**src/rtl/dtc_pkg.sv**
```systemverilog
package dtc_pkg;
  localparam int MW = 32;

  typedef struct packed {
    logic signed [MW-1:0] err;
    logic signed [MW-1:0] ff;
    logic                 ref_large;
    logic                 ref_neg;
    logic                 big_err;
  } samp_t;

  function automatic logic signed [MW-1:0] sat(input logic signed [MW-1:0] x,
                                              input logic signed [MW-1:0] lo,
                                              input logic signed [MW-1:0] hi);
    if (x < lo) return lo;
    if (x > hi) return hi;
    return x;
  endfunction
endpackage

```
**src/rtl/dtc_err_stage.sv**
```systemverilog
module dtc_err_stage
  import dtc_pkg::*;
#(
  parameter int CW     = 16,
  parameter int DUTY_W = 17,
  parameter int BOUND  = 112,
  parameter int ERR_TH = 32
) (
  input  logic                     clk,
  input  logic                     rst_n,
  input  logic                     smp_valid,
  input  logic signed [CW-1:0]     iref,
  input  logic signed [CW-1:0]     imeas,
  input  logic        [DUTY_W-1:0] duty_ff,
  output samp_t                    samp_q,
  output logic                     valid_q
);
  samp_t samp_d;
  logic signed [MW-1:0] ref_x, meas_x, err_x, ref_abs, err_abs;

  always_comb begin
    ref_x   = MW'(iref);
    meas_x  = MW'(imeas);
    err_x   = ref_x - meas_x;
    ref_abs = (ref_x < 0) ? -ref_x : ref_x;
    err_abs = (err_x < 0) ? -err_x : err_x;
    samp_d.err       = err_x;
    samp_d.ff        = MW'(duty_ff);
    samp_d.ref_large = (ref_abs >= MW'(BOUND));
    samp_d.ref_neg   = (ref_x < 0);
    samp_d.big_err   = (err_abs > MW'(ERR_TH));
  end

  always_ff @(posedge clk or negedge rst_n) begin
    if (!rst_n) begin
      samp_q  <= '0;
      valid_q <= 1'b0;
    end else begin
      valid_q <= smp_valid;
      if (smp_valid) samp_q <= samp_d;
    end
  end
endmodule

```
**src/rtl/dtc_preset_sel.sv**
```systemverilog
module dtc_preset_sel
  import dtc_pkg::*;
#(
  parameter int TD_RATIO     = 10486,
  parameter int SMALL_PRESET = 5243
) (
  input  samp_t                samp,
  input  logic signed [MW-1:0] delta_q,
  output logic                 pre_en,
  output logic signed [MW-1:0] pre_val
);
  logic st_lpos, st_lneg;

  always_comb begin
    st_lpos = (delta_q > MW'(TD_RATIO));
    st_lneg = (delta_q < -MW'(TD_RATIO));
    pre_en  = 1'b0;
    pre_val = '0;
    if (samp.big_err) begin
      if (samp.ref_large && !samp.ref_neg && !st_lpos) begin
        pre_en  = 1'b1;
        pre_val = MW'(TD_RATIO);
      end else if (samp.ref_large && samp.ref_neg && !st_lneg) begin
        pre_en  = 1'b1;
        pre_val = -MW'(TD_RATIO);
      end else if (!samp.ref_large && (st_lpos || st_lneg)) begin
        pre_en  = 1'b1;
        pre_val = samp.ref_neg ? -MW'(SMALL_PRESET) : MW'(SMALL_PRESET);
      end
    end
  end
endmodule

```
**src/rtl/dtc_pi_core.sv**
```systemverilog
module dtc_pi_core
  import dtc_pkg::*;
#(
  parameter int DUTY_W    = 17,
  parameter int FRAC      = 16,
  parameter int GSH       = 8,
  parameter int KP_FAST   = 1573,
  parameter int KI_FAST   = 839,
  parameter int KP_MILD   = 472,
  parameter int KI_MILD   = 42,
  parameter int TD_RATIO  = 10486,
  parameter int AW_MARGIN = 655
) (
  input  logic                     clk,
  input  logic                     rst_n,
  input  logic                     valid_a,
  input  samp_t                    samp,
  input  logic                     pre_en,
  input  logic signed [MW-1:0]     pre_val,
  output logic signed [MW-1:0]     delta_q,
  output logic        [DUTY_W-1:0] duty_q,
  output logic                     mild_q,
  output logic                     valid_q
);
  localparam logic signed [MW-1:0] ONE    = MW'(1) <<< FRAC;
  localparam logic signed [MW-1:0] LIM_F  = MW'(TD_RATIO);
  localparam logic signed [MW-1:0] LIM_M  = MW'(TD_RATIO + AW_MARGIN);

  logic signed [MW-1:0] integ_q, integ_d, delta_d, kp, ki, lim;
  logic signed [MW-1:0] p_term, i_step, duty_w;
  logic [DUTY_W-1:0] duty_d;

  always_comb begin
    kp      = samp.ref_large ? MW'(KP_MILD) : MW'(KP_FAST);
    ki      = samp.ref_large ? MW'(KI_MILD) : MW'(KI_FAST);
    lim     = samp.ref_large ? LIM_M : LIM_F;
    i_step  = (samp.err * ki) >>> GSH;
    p_term  = (samp.err * kp) >>> GSH;
    integ_d = pre_en ? pre_val : sat(integ_q + i_step, -lim, lim);
    delta_d = integ_d + p_term;
    duty_w  = sat(samp.ff + delta_d, '0, ONE);
    duty_d  = duty_w[DUTY_W-1:0];
  end

  always_ff @(posedge clk or negedge rst_n) begin
    if (!rst_n) begin
      integ_q <= '0;
      delta_q <= '0;
      duty_q  <= '0;
      mild_q  <= 1'b0;
      valid_q <= 1'b0;
    end else begin
      valid_q <= valid_a;
      if (valid_a) begin
        integ_q <= integ_d;
        delta_q <= delta_d;
        duty_q  <= duty_d;
        mild_q  <= samp.ref_large;
      end
    end
  end

  assert_integ_window_R5: assert property (@(posedge clk) disable iff (!rst_n)
    (integ_q >= -LIM_M) && (integ_q <= LIM_M));
  assert_fast_window_R5: assert property (@(posedge clk) disable iff (!rst_n)
    !mild_q |-> ((integ_q >= -LIM_F) && (integ_q <= LIM_F)));
  assert_duty_range_R1: assert property (@(posedge clk) disable iff (!rst_n)
    MW'(duty_q) <= ONE);
  assert_hold_R2: assert property (@(posedge clk) disable iff (!rst_n)
    !valid_a |=> ($stable(integ_q) && $stable(duty_q) && $stable(delta_q)));
  assert_preset_err_R8: assert property (@(posedge clk) disable iff (!rst_n)
    (valid_a && pre_en) |-> samp.big_err);
endmodule

```
**src/rtl/dtc_pi_sched.sv**
```systemverilog
module dtc_pi_sched
  import dtc_pkg::*;
#(
  parameter int CW           = 16,
  parameter int FRAC         = 16,
  parameter int GSH          = 8,
  parameter int KP_FAST      = 1573,
  parameter int KI_FAST      = 839,
  parameter int KP_MILD      = 472,
  parameter int KI_MILD      = 42,
  parameter int TD_RATIO     = 10486,
  parameter int AW_MARGIN    = 655,
  parameter int SMALL_PRESET = 5243,
  parameter int BOUND        = 112,
  parameter int ERR_TH       = 32,
  localparam int DUTY_W      = FRAC + 1
) (
  input  logic                     clk,
  input  logic                     rst_n,
  input  logic                     smp_valid,
  input  logic signed [CW-1:0]     iref,
  input  logic signed [CW-1:0]     imeas,
  input  logic        [DUTY_W-1:0] duty_ff,
  output logic                     duty_valid,
  output logic        [DUTY_W-1:0] duty_reg,
  output logic                     mild_gains
);
  logic [1:0] rst_sync;
  logic       rst_i_n;
  samp_t      samp_q;
  logic       valid_a, pre_en;
  logic signed [MW-1:0] pre_val, delta_q;

  always_ff @(posedge clk or negedge rst_n) begin
    if (!rst_n) rst_sync <= 2'b00;
    else        rst_sync <= {rst_sync[0], 1'b1};
  end
  assign rst_i_n = rst_sync[1];

  dtc_err_stage #(.CW(CW), .DUTY_W(DUTY_W), .BOUND(BOUND), .ERR_TH(ERR_TH)) u_err (
    .clk(clk), .rst_n(rst_i_n), .smp_valid(smp_valid), .iref(iref), .imeas(imeas),
    .duty_ff(duty_ff), .samp_q(samp_q), .valid_q(valid_a));

  dtc_preset_sel #(.TD_RATIO(TD_RATIO), .SMALL_PRESET(SMALL_PRESET)) u_pre (
    .samp(samp_q), .delta_q(delta_q), .pre_en(pre_en), .pre_val(pre_val));

  dtc_pi_core #(.DUTY_W(DUTY_W), .FRAC(FRAC), .GSH(GSH), .KP_FAST(KP_FAST),
    .KI_FAST(KI_FAST), .KP_MILD(KP_MILD), .KI_MILD(KI_MILD), .TD_RATIO(TD_RATIO),
    .AW_MARGIN(AW_MARGIN)) u_pi (
    .clk(clk), .rst_n(rst_i_n), .valid_a(valid_a), .samp(samp_q), .pre_en(pre_en),
    .pre_val(pre_val), .delta_q(delta_q), .duty_q(duty_reg), .mild_q(mild_gains),
    .valid_q(duty_valid));

  assert_latency_R2: assert property (@(posedge clk) disable iff (!rst_i_n)
    duty_valid |-> $past(smp_valid, 2));
endmodule

```
**config.mk**
```make
export PLATFORM = sky130hd
export DESIGN_NAME = dtc_pi_sched
export DESIGN_NICKNAME = d
export VERILOG_FILES = /design/src/rtl/dtc_pkg.sv /design/src/rtl/dtc_err_stage.sv /design/src/rtl/dtc_preset_sel.sv /design/src/rtl/dtc_pi_core.sv /design/src/rtl/dtc_pi_sched.sv
export SDC_FILE = /design/constraint.sdc
export NUM_CORES = 1
export LEC_CHECK = 0
export BUFFER_PORTS_ARGS = -buffer_cell sky130_fd_sc_hd__buf_2
export CAP_MARGIN = 25
export CORE_MARGIN = 8
export CORE_UTILIZATION = 50
export CTS_BUF_LIST = sky130_fd_sc_hd__clkbuf_8
export DETAILED_ROUTE_END_ITERATION = 10
export HOLD_SLACK_MARGIN = 0.1
export PLACE_DENSITY_LB_ADDON = 0.12
export SLEW_MARGIN = 20
export SYNTH_ARGS = -nofsm -noshare
export SYNTH_HDL_FRONTEND = slang
export SYNTH_SLANG_ARGS = --single-unit
```
**constraint.sdc**
```tcl
create_clock -name clk -period 4.6 [get_ports clk]
set_input_delay 0.46 -clock clk [delete_from_list [all_inputs] [get_ports clk]]
set_output_delay 0.46 -clock clk [all_outputs]
set_load 0.005 [all_outputs]
```
==> results.rst, run 1 <==
.. list-table::
   :header-rows: 1

   * - Metric
     - Value
   * - Boundary pin count
     - 71
   * - Flip-flop and latch count after synthesis
     - 123
   * - Number of remaining DRC errors
     - 0
   * - Core area
     - 42790 sq um
   * - Combined global-route utilization of all metal layers
     - 27.57%
   * - CTS tree
     - yes
   * - Async set or reset register ratio after synthesis
     - 100.0%
   * - Vias per inst
     - 5.481
   * - Clock sink count
     - 123
   * - Data required time of the worst path
     - 5030 ps
   * - Gate count of the mapped netlist
     - 2477
   * - Die extent in y
     - 223.4 um
   * - Setup ws final
     - -8074 ps
   * - Highest clock frequency the design can meet
     - 0.07890 GHz
   * - Count of unique library cells instantiated by Yosys
     - 92
   * - Setup-failing EPs final
     - 81
   * - Post-synthesis cell type with the largest combined area
     - sky130_fd_sc_hd__fa_1
   * - Headroom to the max-slew limit
     - 28.46%
   * - Terminus of the critical flop-to-flop path
     - u_pi.duty_q[9]$_DFFE_PN0P_
   * - Count of nets left with antenna violations after detail routing
     - 0
   * - Number of pins exceeding their max-slew limit in the final report
     - 0
   * - Std cell rows
     - 76
   * - N_diodes
     - 0
   * - Global-route congestion overflow total
     - 0
   * - Hold worst-path end
     - u_err.samp_q[4]$_DFFE_PN0P_
   * - I/O Buffers
     - 70
   * - Most common cell in the synthesized netlist
     - sky130_fd_sc_hd__inv_1
   * - Launch instance of the worst min-delay path
     - duty_ff[1]
   * - Cell count of the worst reg-to-reg path
     - 59
   * - Data arrival time at the worst-slack endpoint
     - 13100 ps
   * - Number of buffers on the longest clock path
     - 2
   * - CP startpoint kind
     - flop
   * - Number of enable flip-flop cells after synthesis
     - 0
   * - Num CTS Buffers
     - 17
   * - Final instance area
     - 30630 sq um
   * - Max Clock Skew
     - 13.99 ps
   * - Result of the run
     - finished, violations left
   * - Clock-pin slew on the worst setup and hold paths
     - 100 ps
   * - Post-Synthesis Cell Area
     - 21510 sq um
   * - Portion of synthesized cell area occupied by the leading cell type
     - 20.19%
   * - Number of stages on the worst hold path
     - 3
   * - Floorplan die width
     - 223.4 um
   * - Area added between synthesis and finish
     - 42.39%
   * - Total of warnings raised by yosys
     - 0
   * - Post-DR wirelength/cell
     - 17.76 um
   * - Violations in the final reports
     - setup timing
   * - Type of the worst min-delay path
     - in2reg
   * - First-pass GRT wire length
     - 112200 um
   * - Leading cell types by count after synthesis
     - 368 x sky130_fd_sc_hd__inv_1, 246 x sky130_fd_sc_hd__ha_1, 217 x sky130_fd_sc_hd__fa_1
   * - Number of antenna violations at the first check in global routing
     - 0
   * - Share of final-layout standard cells stronger than drive strength 1
     - 37.41%
   * - Number of standard cells in the layout, taps in and fillers out
     - 3882
   * - Cell types with the largest area share after synthesis
     - sky130_fd_sc_hd__fa_1 20%, sky130_fd_sc_hd__dfrtp_1 14%, sky130_fd_sc_hd__ha_1 14%, sky130_fd_sc_hd__inv_1 6.4%, sky130_fd_sc_hd__xnor2_1 3.5%
   * - Portion of the clock cycle consumed by the worst path in the final layout
     - 275.5%
   * - RSZ-0062 raised after global routing
     - true
   * - Via count of the first global-routing pass
     - 22750
   * - Half-perimeter wire length after placement
     - 55350 um
   * - Worst R2R Setup Slack
     - -8070 ps
   * - Final WL
     - 68930 um
   * - Nets
     - 3838
   * - Worst hold slack
     - 177.2 ps
   * - H-tree lvl count
     - 4
   * - Vias after detailed routing
     - 21280
   * - Utilization after layout
     - 71.59%
   * - Post-detailed-placement cell area
     - 28140 sq um
   * - Synthesized area divided by synthesized cell count
     - 8.686 sq um
   * - Slowest cell on the critical path
     - sky130_fd_sc_hd__fa_1
   * - Starting density of the core
     - 50.28%
   * - Setup CP Type
     - reg2reg
   * - Total Die Area
     - 49920 sq um
   * - Post-synthesis sequential area ratio
     - 14.31%
   * - Clk Tree Root Cell
     - sky130_fd_sc_hd__clkbuf_8
   * - Launch instance of the worst register-to-register path
     - u_err.samp_q[2]$_DFFE_PN0P_
   * - Final Hold Violating Endpoints
     - 0
   * - Number of iterations in the first detailed-routing pass
     - 6
   * - Delay contributed by the slowest stage of the critical path
     - 540 ps
   * - Most used flip-flop cell after synthesis
     - sky130_fd_sc_hd__dfrtp_1
   * - Endpoint kind of the worst setup timing path
     - flop
   * - Initial detailed-routing violation count
     - 1141
   * - Worst slew pin tran
     - 1073 ps
   * - Clock insertion delay at the later pin of the skew report
     - 500 ps
   * - Critical Path Fanout Max
     - 8
   * - Clock period minus final worst setup slack
     - 12670 ps
   * - Pin count of the biggest net entering global routing
     - 71
   * - Number of instances in the placed design
     - 3765
   * - Placer congestion estimate
     - 0.9494
   * - Max-Cap Viols
     - 0
-- worst max-delay path by stage --
stage / start / end / cells past startpoint
final: u_err.samp_q[2]$_DFFE_PN0P_ / u_pi.duty_q[9]$_DFFE_PN0P_ / 59
after global routing: u_err.samp_q[2]$_DFFE_PN0P_ / u_pi.duty_q[15]$_DFFE_PN0P_ / 61
after CTS: u_err.samp_q[2]$_DFFE_PN0P_ / u_pi.duty_q[15]$_DFFE_PN0P_ / 62
after detailed placement: u_err.samp_q[2]$_DFFE_PN0P_ / u_pi.duty_q[1]$_DFFE_PN0P_ / 58
after global placement: u_err.samp_q[2]$_DFFE_PN0P_ / u_pi.duty_q[12]$_DFFE_PN0P_ / 58
after floorplan: u_err.samp_q[2]$_DFFE_PN0P_ / u_pi.duty_q[0]$_DFFE_PN0P_ / 60
-- routing by layer --
metal | global-route usage (%) | part of all wire [%] | vias to the layer above | routed length [um]
met4 | 9.898 | 3.1 | 0 | 2139
li1 | - | - | 10260 | -
met5 | 0 | 0 | - | 0
met1 | 33.54 | 42 | 10430 | 29270
met3 | 3.729 | 4.3 | 131 | 2932
met2 | 49.30 | 50 | 463 | 34590
-- kinds of logic after synthesis --
| logic type | after synthesis | share of synthesized area [%] |
|---|---|---|
| simple gates | 653 | 15.38 |
| compound gates | 583 | 18.57 |
| fa+ha+maj | 463 | 34.50 |
| buf+inv | 443 | 7.816 |
| xor+xnor | 135 | 5.496 |
| flops | 123 | 14.31 |
| mux | 75 | 3.896 |
| other cells | 2 | 0.03491 |
-- flip-flops by register name, summed over array words and instances, names as in the netlist --
name and flops:
u_pi.mild_q 1, u_pi.delta_q 32, u_pi.valid_q 1, u_pi.duty_q 17
u_pi.integ_q 32, u_err.valid_q 1, u_err.samp_q 37, rst_sync 2
-- what timing repair did --
item                                   CTS  global route
pin swaps                               91           100
hold buffers                             1             0
resized for setup                      186            93
setup endpoints to repair               81            81
cloned                                   4             1
endpoints found under the hold margin    2             0
setup buffers                           59            28
-- critical path: cells and delay by family, from the launching register on --
family	cells	cell delay [ps]
AOI/OAI and AO/OA	21	3860
xor gates and xnor gates	1	110
DFF	1	450
buffers and inverters	9	1120
and+or+nand+nor	19	3800
adders and majority gates	9	3260
-- area by class of cell --
cell class / instances / area, sq um
clock buffers: 17 / 234.0
clock inverters: 15 / 167.7
fillers: 3304 / 12160
inverters: 368 / 1393
multi-input cells: 1936 / 18390
flip-flops and latches: 123 / 3089
well taps: 546 / 683.2
repair buffers: 877 / 6679
-- layout by cell type (no fill, tap or decap), drive strengths merged, types with 7 or more instances in the layout --
master,instances
xnor2,87
o21bai,19
and2,39
mux2,67
nand4,34
clkbuf,18
dfrtp,123
o41ai,7
nor2b,29
or2,15
mux2i,8
a21o,53
o21ai,109
o211ai,22
nand3,58
nand2,146
ha,246
conb,26
fa,217
a21oi,135
and3,16
xor2,48
o21a,61
and4,11
nand2b,30
nor3,57
a31oi,11
nor4,17
a211o,10
or3,18
a2111oi,10
a41oi,8
o31ai,26
o22ai,15
nor2,156
buf,874
inv,379
nor3b,8
a211oi,32
-- through the flow --
step / setup TNS (ps) / worst slack (ps)
6_report: -440170 / -8074
5_1_grt: -473040 / -8684
3_5_place_dp: -466550 / -8527
2_1_floorplan: -433570 / -8031
3_3_place_gp: -455830 / -8259
4_1_cts: -429420 / -7972
Power of run 1 is not shown: default switching activity piles up to over one toggle a cycle in this logic, so the estimate is an artifact.
==> run 2, diff against run 1 <==
--- a/config.mk
+++ b/config.mk
@@ -10,6 +10,7 @@
 export CORE_MARGIN = 8
 export CORE_UTILIZATION = 50
 export CTS_BUF_LIST = sky130_fd_sc_hd__clkbuf_8
+export CTS_CLUSTER_DIAMETER = 40
 export DETAILED_ROUTE_END_ITERATION = 10
 export HOLD_SLACK_MARGIN = 0.1
 export PLACE_DENSITY_LB_ADDON = 0.12
==> constraint.sdc (replaced) <==
create_clock -name clk -period 4.6 [get_ports clk]
set_input_delay 0.23 -clock clk [delete_from_list [all_inputs] [get_ports clk]]
set_output_delay 0.23 -clock clk [all_outputs]
set_load 0.005 [all_outputs]
==> run 2 against run 1 <==
Net effect:
- utilization up 0.43 points
- largest cell class unchanged
- maximum frequency down 0.38%
- highest routed layer unchanged
- flip-flop and latch count unchanged
- the flow still finishes with violations (setup timing)
==> results.rst, run 2 (synthesis gave the netlist of run 1 again) <==
.. list-table::
   :header-rows: 1

   * - Metric
     - Value
   * - Result of the run
     - finished, violations left (unchanged)
   * - Violations in the final reports
     - setup timing (unchanged)
   * - Worst R2R Setup Slack
     - -8120 ps (was -8070 ps)
   * - Clock-pin slew on the worst setup and hold paths
     - 100 ps (about the same)
   * - N_diodes
     - 0 (unchanged)
   * - Data required time of the worst path
     - 5020 ps (was 5030 ps)
   * - Number of remaining DRC errors
     - 0 (unchanged)
   * - Critical Path Fanout Max
     - 6 (was 8)
   * - Number of buffers on the longest clock path
     - 2 (unchanged)
   * - Clock period minus final worst setup slack
     - 12720 ps (was 12670 ps)
   * - Clk Tree Root Cell
     - sky130_fd_sc_hd__clkbuf_8 (unchanged)
   * - Portion of the clock cycle consumed by the worst path in the final layout
     - 276.6% (was 275.5%)
   * - RSZ-0062 raised after global routing
     - true (unchanged)
   * - Post-detailed-placement cell area
     - 28120 sq um (was 28140 sq um)
   * - Nets
     - 3835 (was 3838)
   * - Register ranked first by flip-flop count
     - u_err.samp_q (unchanged)
   * - Most used cell, CP
     - sky130_fd_sc_hd__fa_1
   * - Final Hold Violating Endpoints
     - 0 (unchanged)
   * - Most frequent cells in the layout
     - 735 x sky130_fd_sc_hd__buf_4, 359 x sky130_fd_sc_hd__inv_1, 214 x sky130_fd_sc_hd__fa_1, 214 x sky130_fd_sc_hd__ha_1, 140 x sky130_fd_sc_hd__nor2_1 (was 768 x sky130_fd_sc_hd__buf_4, 357 x sky130_fd_sc_hd__inv_1, 214 x sky130_fd_sc_hd__ha_1)
   * - Half-perimeter wire length after placement
     - 55070 um (was 55350 um)
   * - Clock insertion delay at the later pin of the skew report
     - 500 ps (about the same)
   * - Total Die Area
     - 49920 sq um (unchanged)
   * - Core area
     - 42790 sq um (unchanged)
   * - Delay contributed by the slowest stage of the critical path
     - 540 ps (about the same)
   * - Terminus of the critical flop-to-flop path
     - u_pi.duty_q[10]$_DFFE_PN0P_ (was u_pi.duty_q[9]$_DFFE_PN0P_)
   * - Number of stages on the worst hold path
     - 1 (was 3)
   * - Share of final-layout standard cells stronger than drive strength 1
     - 37.32% (was 37.41%)
   * - Global-route congestion overflow total
     - 0 (unchanged)
   * - Clock sink count
     - 123 (unchanged)
   * - Max Clock Skew
     - 16.89 ps (was 13.99 ps)
   * - Hold worst-path end
     - u_err.valid_q$_DFF_PN0_ (was u_err.samp_q[4]$_DFFE_PN0P_)
   * - Slowest cell on the critical path
     - sky130_fd_sc_hd__fa_1 (unchanged)
   * - Met1 layer wirelength in the final routing
     - 29900 um (was 29270 um)
   * - Boundary pin count
     - 71 (unchanged)
   * - First-pass GRT wire length
     - 111400 um (was 112200 um)
   * - Setup-failing EPs final
     - 81 (unchanged)
   * - Via count of the first global-routing pass
     - 22460 (was 22750)
   * - Vias after detailed routing
     - 21190 (was 21280)
   * - CP startpoint kind
     - flop (unchanged)
   * - Pin count of the biggest net entering global routing
     - 63 (was 71)
   * - Die extent in y
     - 223.4 um (unchanged)
   * - Headroom to the max-slew limit
     - 39.40% (was 28.46%)
   * - Placer congestion estimate
     - 0.9305 (was 0.9494)
   * - Highest clock frequency the design can meet
     - 0.07860 GHz (was 0.07890 GHz)
   * - Number of pins exceeding their max-slew limit in the final report
     - 0 (unchanged)
   * - Initial detailed-routing violation count
     - 960 (was 1141)
   * - I/O Buffers
     - 70 (unchanged)
   * - Count of nets left with antenna violations after detail routing
     - 0 (unchanged)
   * - Registers with the highest flip-flop counts
     - u_err.samp_q x37, u_pi.delta_q x32, u_pi.integ_q x32 (unchanged)
   * - Post-DR wirelength/cell
     - 17.73 um (was 17.76 um)
   * - Cell count of the worst reg-to-reg path
     - 61 (was 59)
   * - Highest routed layer
     - met4 (unchanged)
   * - Minimum setup slack after placement
     - -8493 ps (was -8527 ps)
   * - Setup ws final
     - -8122 ps (was -8074 ps)
   * - Starting density of the core
     - 50.28% (unchanged)
   * - Worst hold slack
     - 105.9 ps (was 177.2 ps)
   * - Max-Cap Viols
     - 0 (unchanged)
   * - Endpoint kind of the worst setup timing path
     - flop (unchanged)
   * - Length of routed met2 wiring
     - 34550 um (was 34590 um)
   * - Launch instance of the worst min-delay path
     - smp_valid (was duty_ff[1])
   * - Most common cell after layout, fill and taps aside
     - sky130_fd_sc_hd__buf_4 (unchanged)
   * - H-tree lvl count
     - 4 (unchanged)
   * - Number of iterations in the first detailed-routing pass
     - 6 (unchanged)
   * - Type of the worst min-delay path
     - in2reg (unchanged)
   * - Vias per inst
     - 5.463 (was 5.481)
   * - Setup CP Type
     - reg2reg (unchanged)
   * - Launch instance of the worst register-to-register path
     - u_err.samp_q[2]$_DFFE_PN0P_ (unchanged)
   * - Final WL
     - 68770 um (was 68930 um)
   * - Worst slew pin tran
     - 909.1 ps (was 1073 ps)
   * - Area added between synthesis and finish
     - 43.24% (was 42.39%)
   * - CTS tree
     - yes (unchanged)
   * - Amount of wire on met3 after detailed routing
     - 2180 um (was 2932 um)
   * - Number of antenna violations at the first check in global routing
     - 0 (unchanged)
   * - Data arrival time at the worst-slack endpoint
     - 13140 ps (was 13100 ps)
   * - Max FFs per register
     - 37 (unchanged)
   * - Floorplan die width
     - 223.4 um (unchanged)
   * - Combined global-route utilization of all metal layers
     - 27.27% (was 27.57%)
   * - Std cell rows
     - 76 (unchanged)
   * - Final instance area
     - 30820 sq um (was 30630 sq um)
   * - Num CTS Buffers
     - 17 (unchanged)
-- run 2: cell count changes in the layout (fill, tap and decap cells not counted), moves of 5 or more --
| cell | change |
|---|---|
| sky130_fd_sc_hd__buf_4 | -33 |
| sky130_fd_sc_hd__dlygate4sd3_1 | +19 |
| sky130_fd_sc_hd__buf_6 | +9 |
| sky130_fd_sc_hd__mux2_2 | +7 |
| sky130_fd_sc_hd__mux2_4 | -7 |
| sky130_fd_sc_hd__a21oi_1 | -6 |
| sky130_fd_sc_hd__nor3_1 | -6 |
| sky130_fd_sc_hd__nor3_2 | +6 |
| sky130_fd_sc_hd__o21ai_1 | -6 |
| sky130_fd_sc_hd__nor2_1 | +5 |
-- run 2: how the worst max path moves through the flow --
stage | start | end
after floorplan | u_err.samp_q[2]$_DFFE_PN0P_ | u_pi.duty_q[0]$_DFFE_PN0P_
after global placement | u_err.samp_q[2]$_DFFE_PN0P_ | u_pi.duty_q[12]$_DFFE_PN0P_
after detailed placement | u_err.samp_q[2]$_DFFE_PN0P_ | u_pi.duty_q[11]$_DFFE_PN0P_
after CTS | u_err.samp_q[2]$_DFFE_PN0P_ | u_pi.duty_q[14]$_DFFE_PN0P_
after global routing | u_err.samp_q[2]$_DFFE_PN0P_ | u_pi.duty_q[10]$_DFFE_PN0P_
final | u_err.samp_q[2]$_DFFE_PN0P_ | u_pi.duty_q[10]$_DFFE_PN0P_
-- run 2: area by class of cell --
class                   instances  area, sq um
multi-input cells            1936        18510
clock buffers                  17        234.0
well taps                     546        683.2
inverters                     368         1395
fillers                      3341        11970
clock inverters                15        170.2
repair buffers                874         6735
flip-flops and latches        123         3088
-- run 2: metrics by stage --
step                      TNS (ps)  utilization, %  cells
final                      -436270           72.02   3879
after global routing       -466520           72.02   3879
after CTS                  -437270           69.46   3848
after global placement     -441660           65.72   3761
after floorplan            -433570               -   2501
after detailed placement   -461770           65.72   3761
-- run 2: worst max-delay path: cells and delay by family (launching register included) --
family          cells  cell delay, ps
flops               1             430
buf+inv             9            1100
compound gates     24            4290
simple gates       18            3190
fa+ha+maj           9            3440
xor+xnor            1             170
-- run 2: metal layers --
| metal | vias up | track usage (%) |
|---|---|---|
| met4 | 0 | 8.942 |
| met2 | 462 | 48.84 |
| met3 | 148 | 2.324 |
| met5 | - | 0 |
| met1 | 10340 | 34.30 |
| li1 | 10240 | - |
-- run 2: what timing repair did --
action                                  in CTS  in global routing
hold endpoints to repair                    20                  0
pin swaps                                   73                 94
endpoints found under the setup margin      81                 81
gates cloned                                 4                  1
setup buffers                               33                 36
hold buffers                                20                  0
resized for setup                          140                178
Power of run 2 is left out for the same reason.
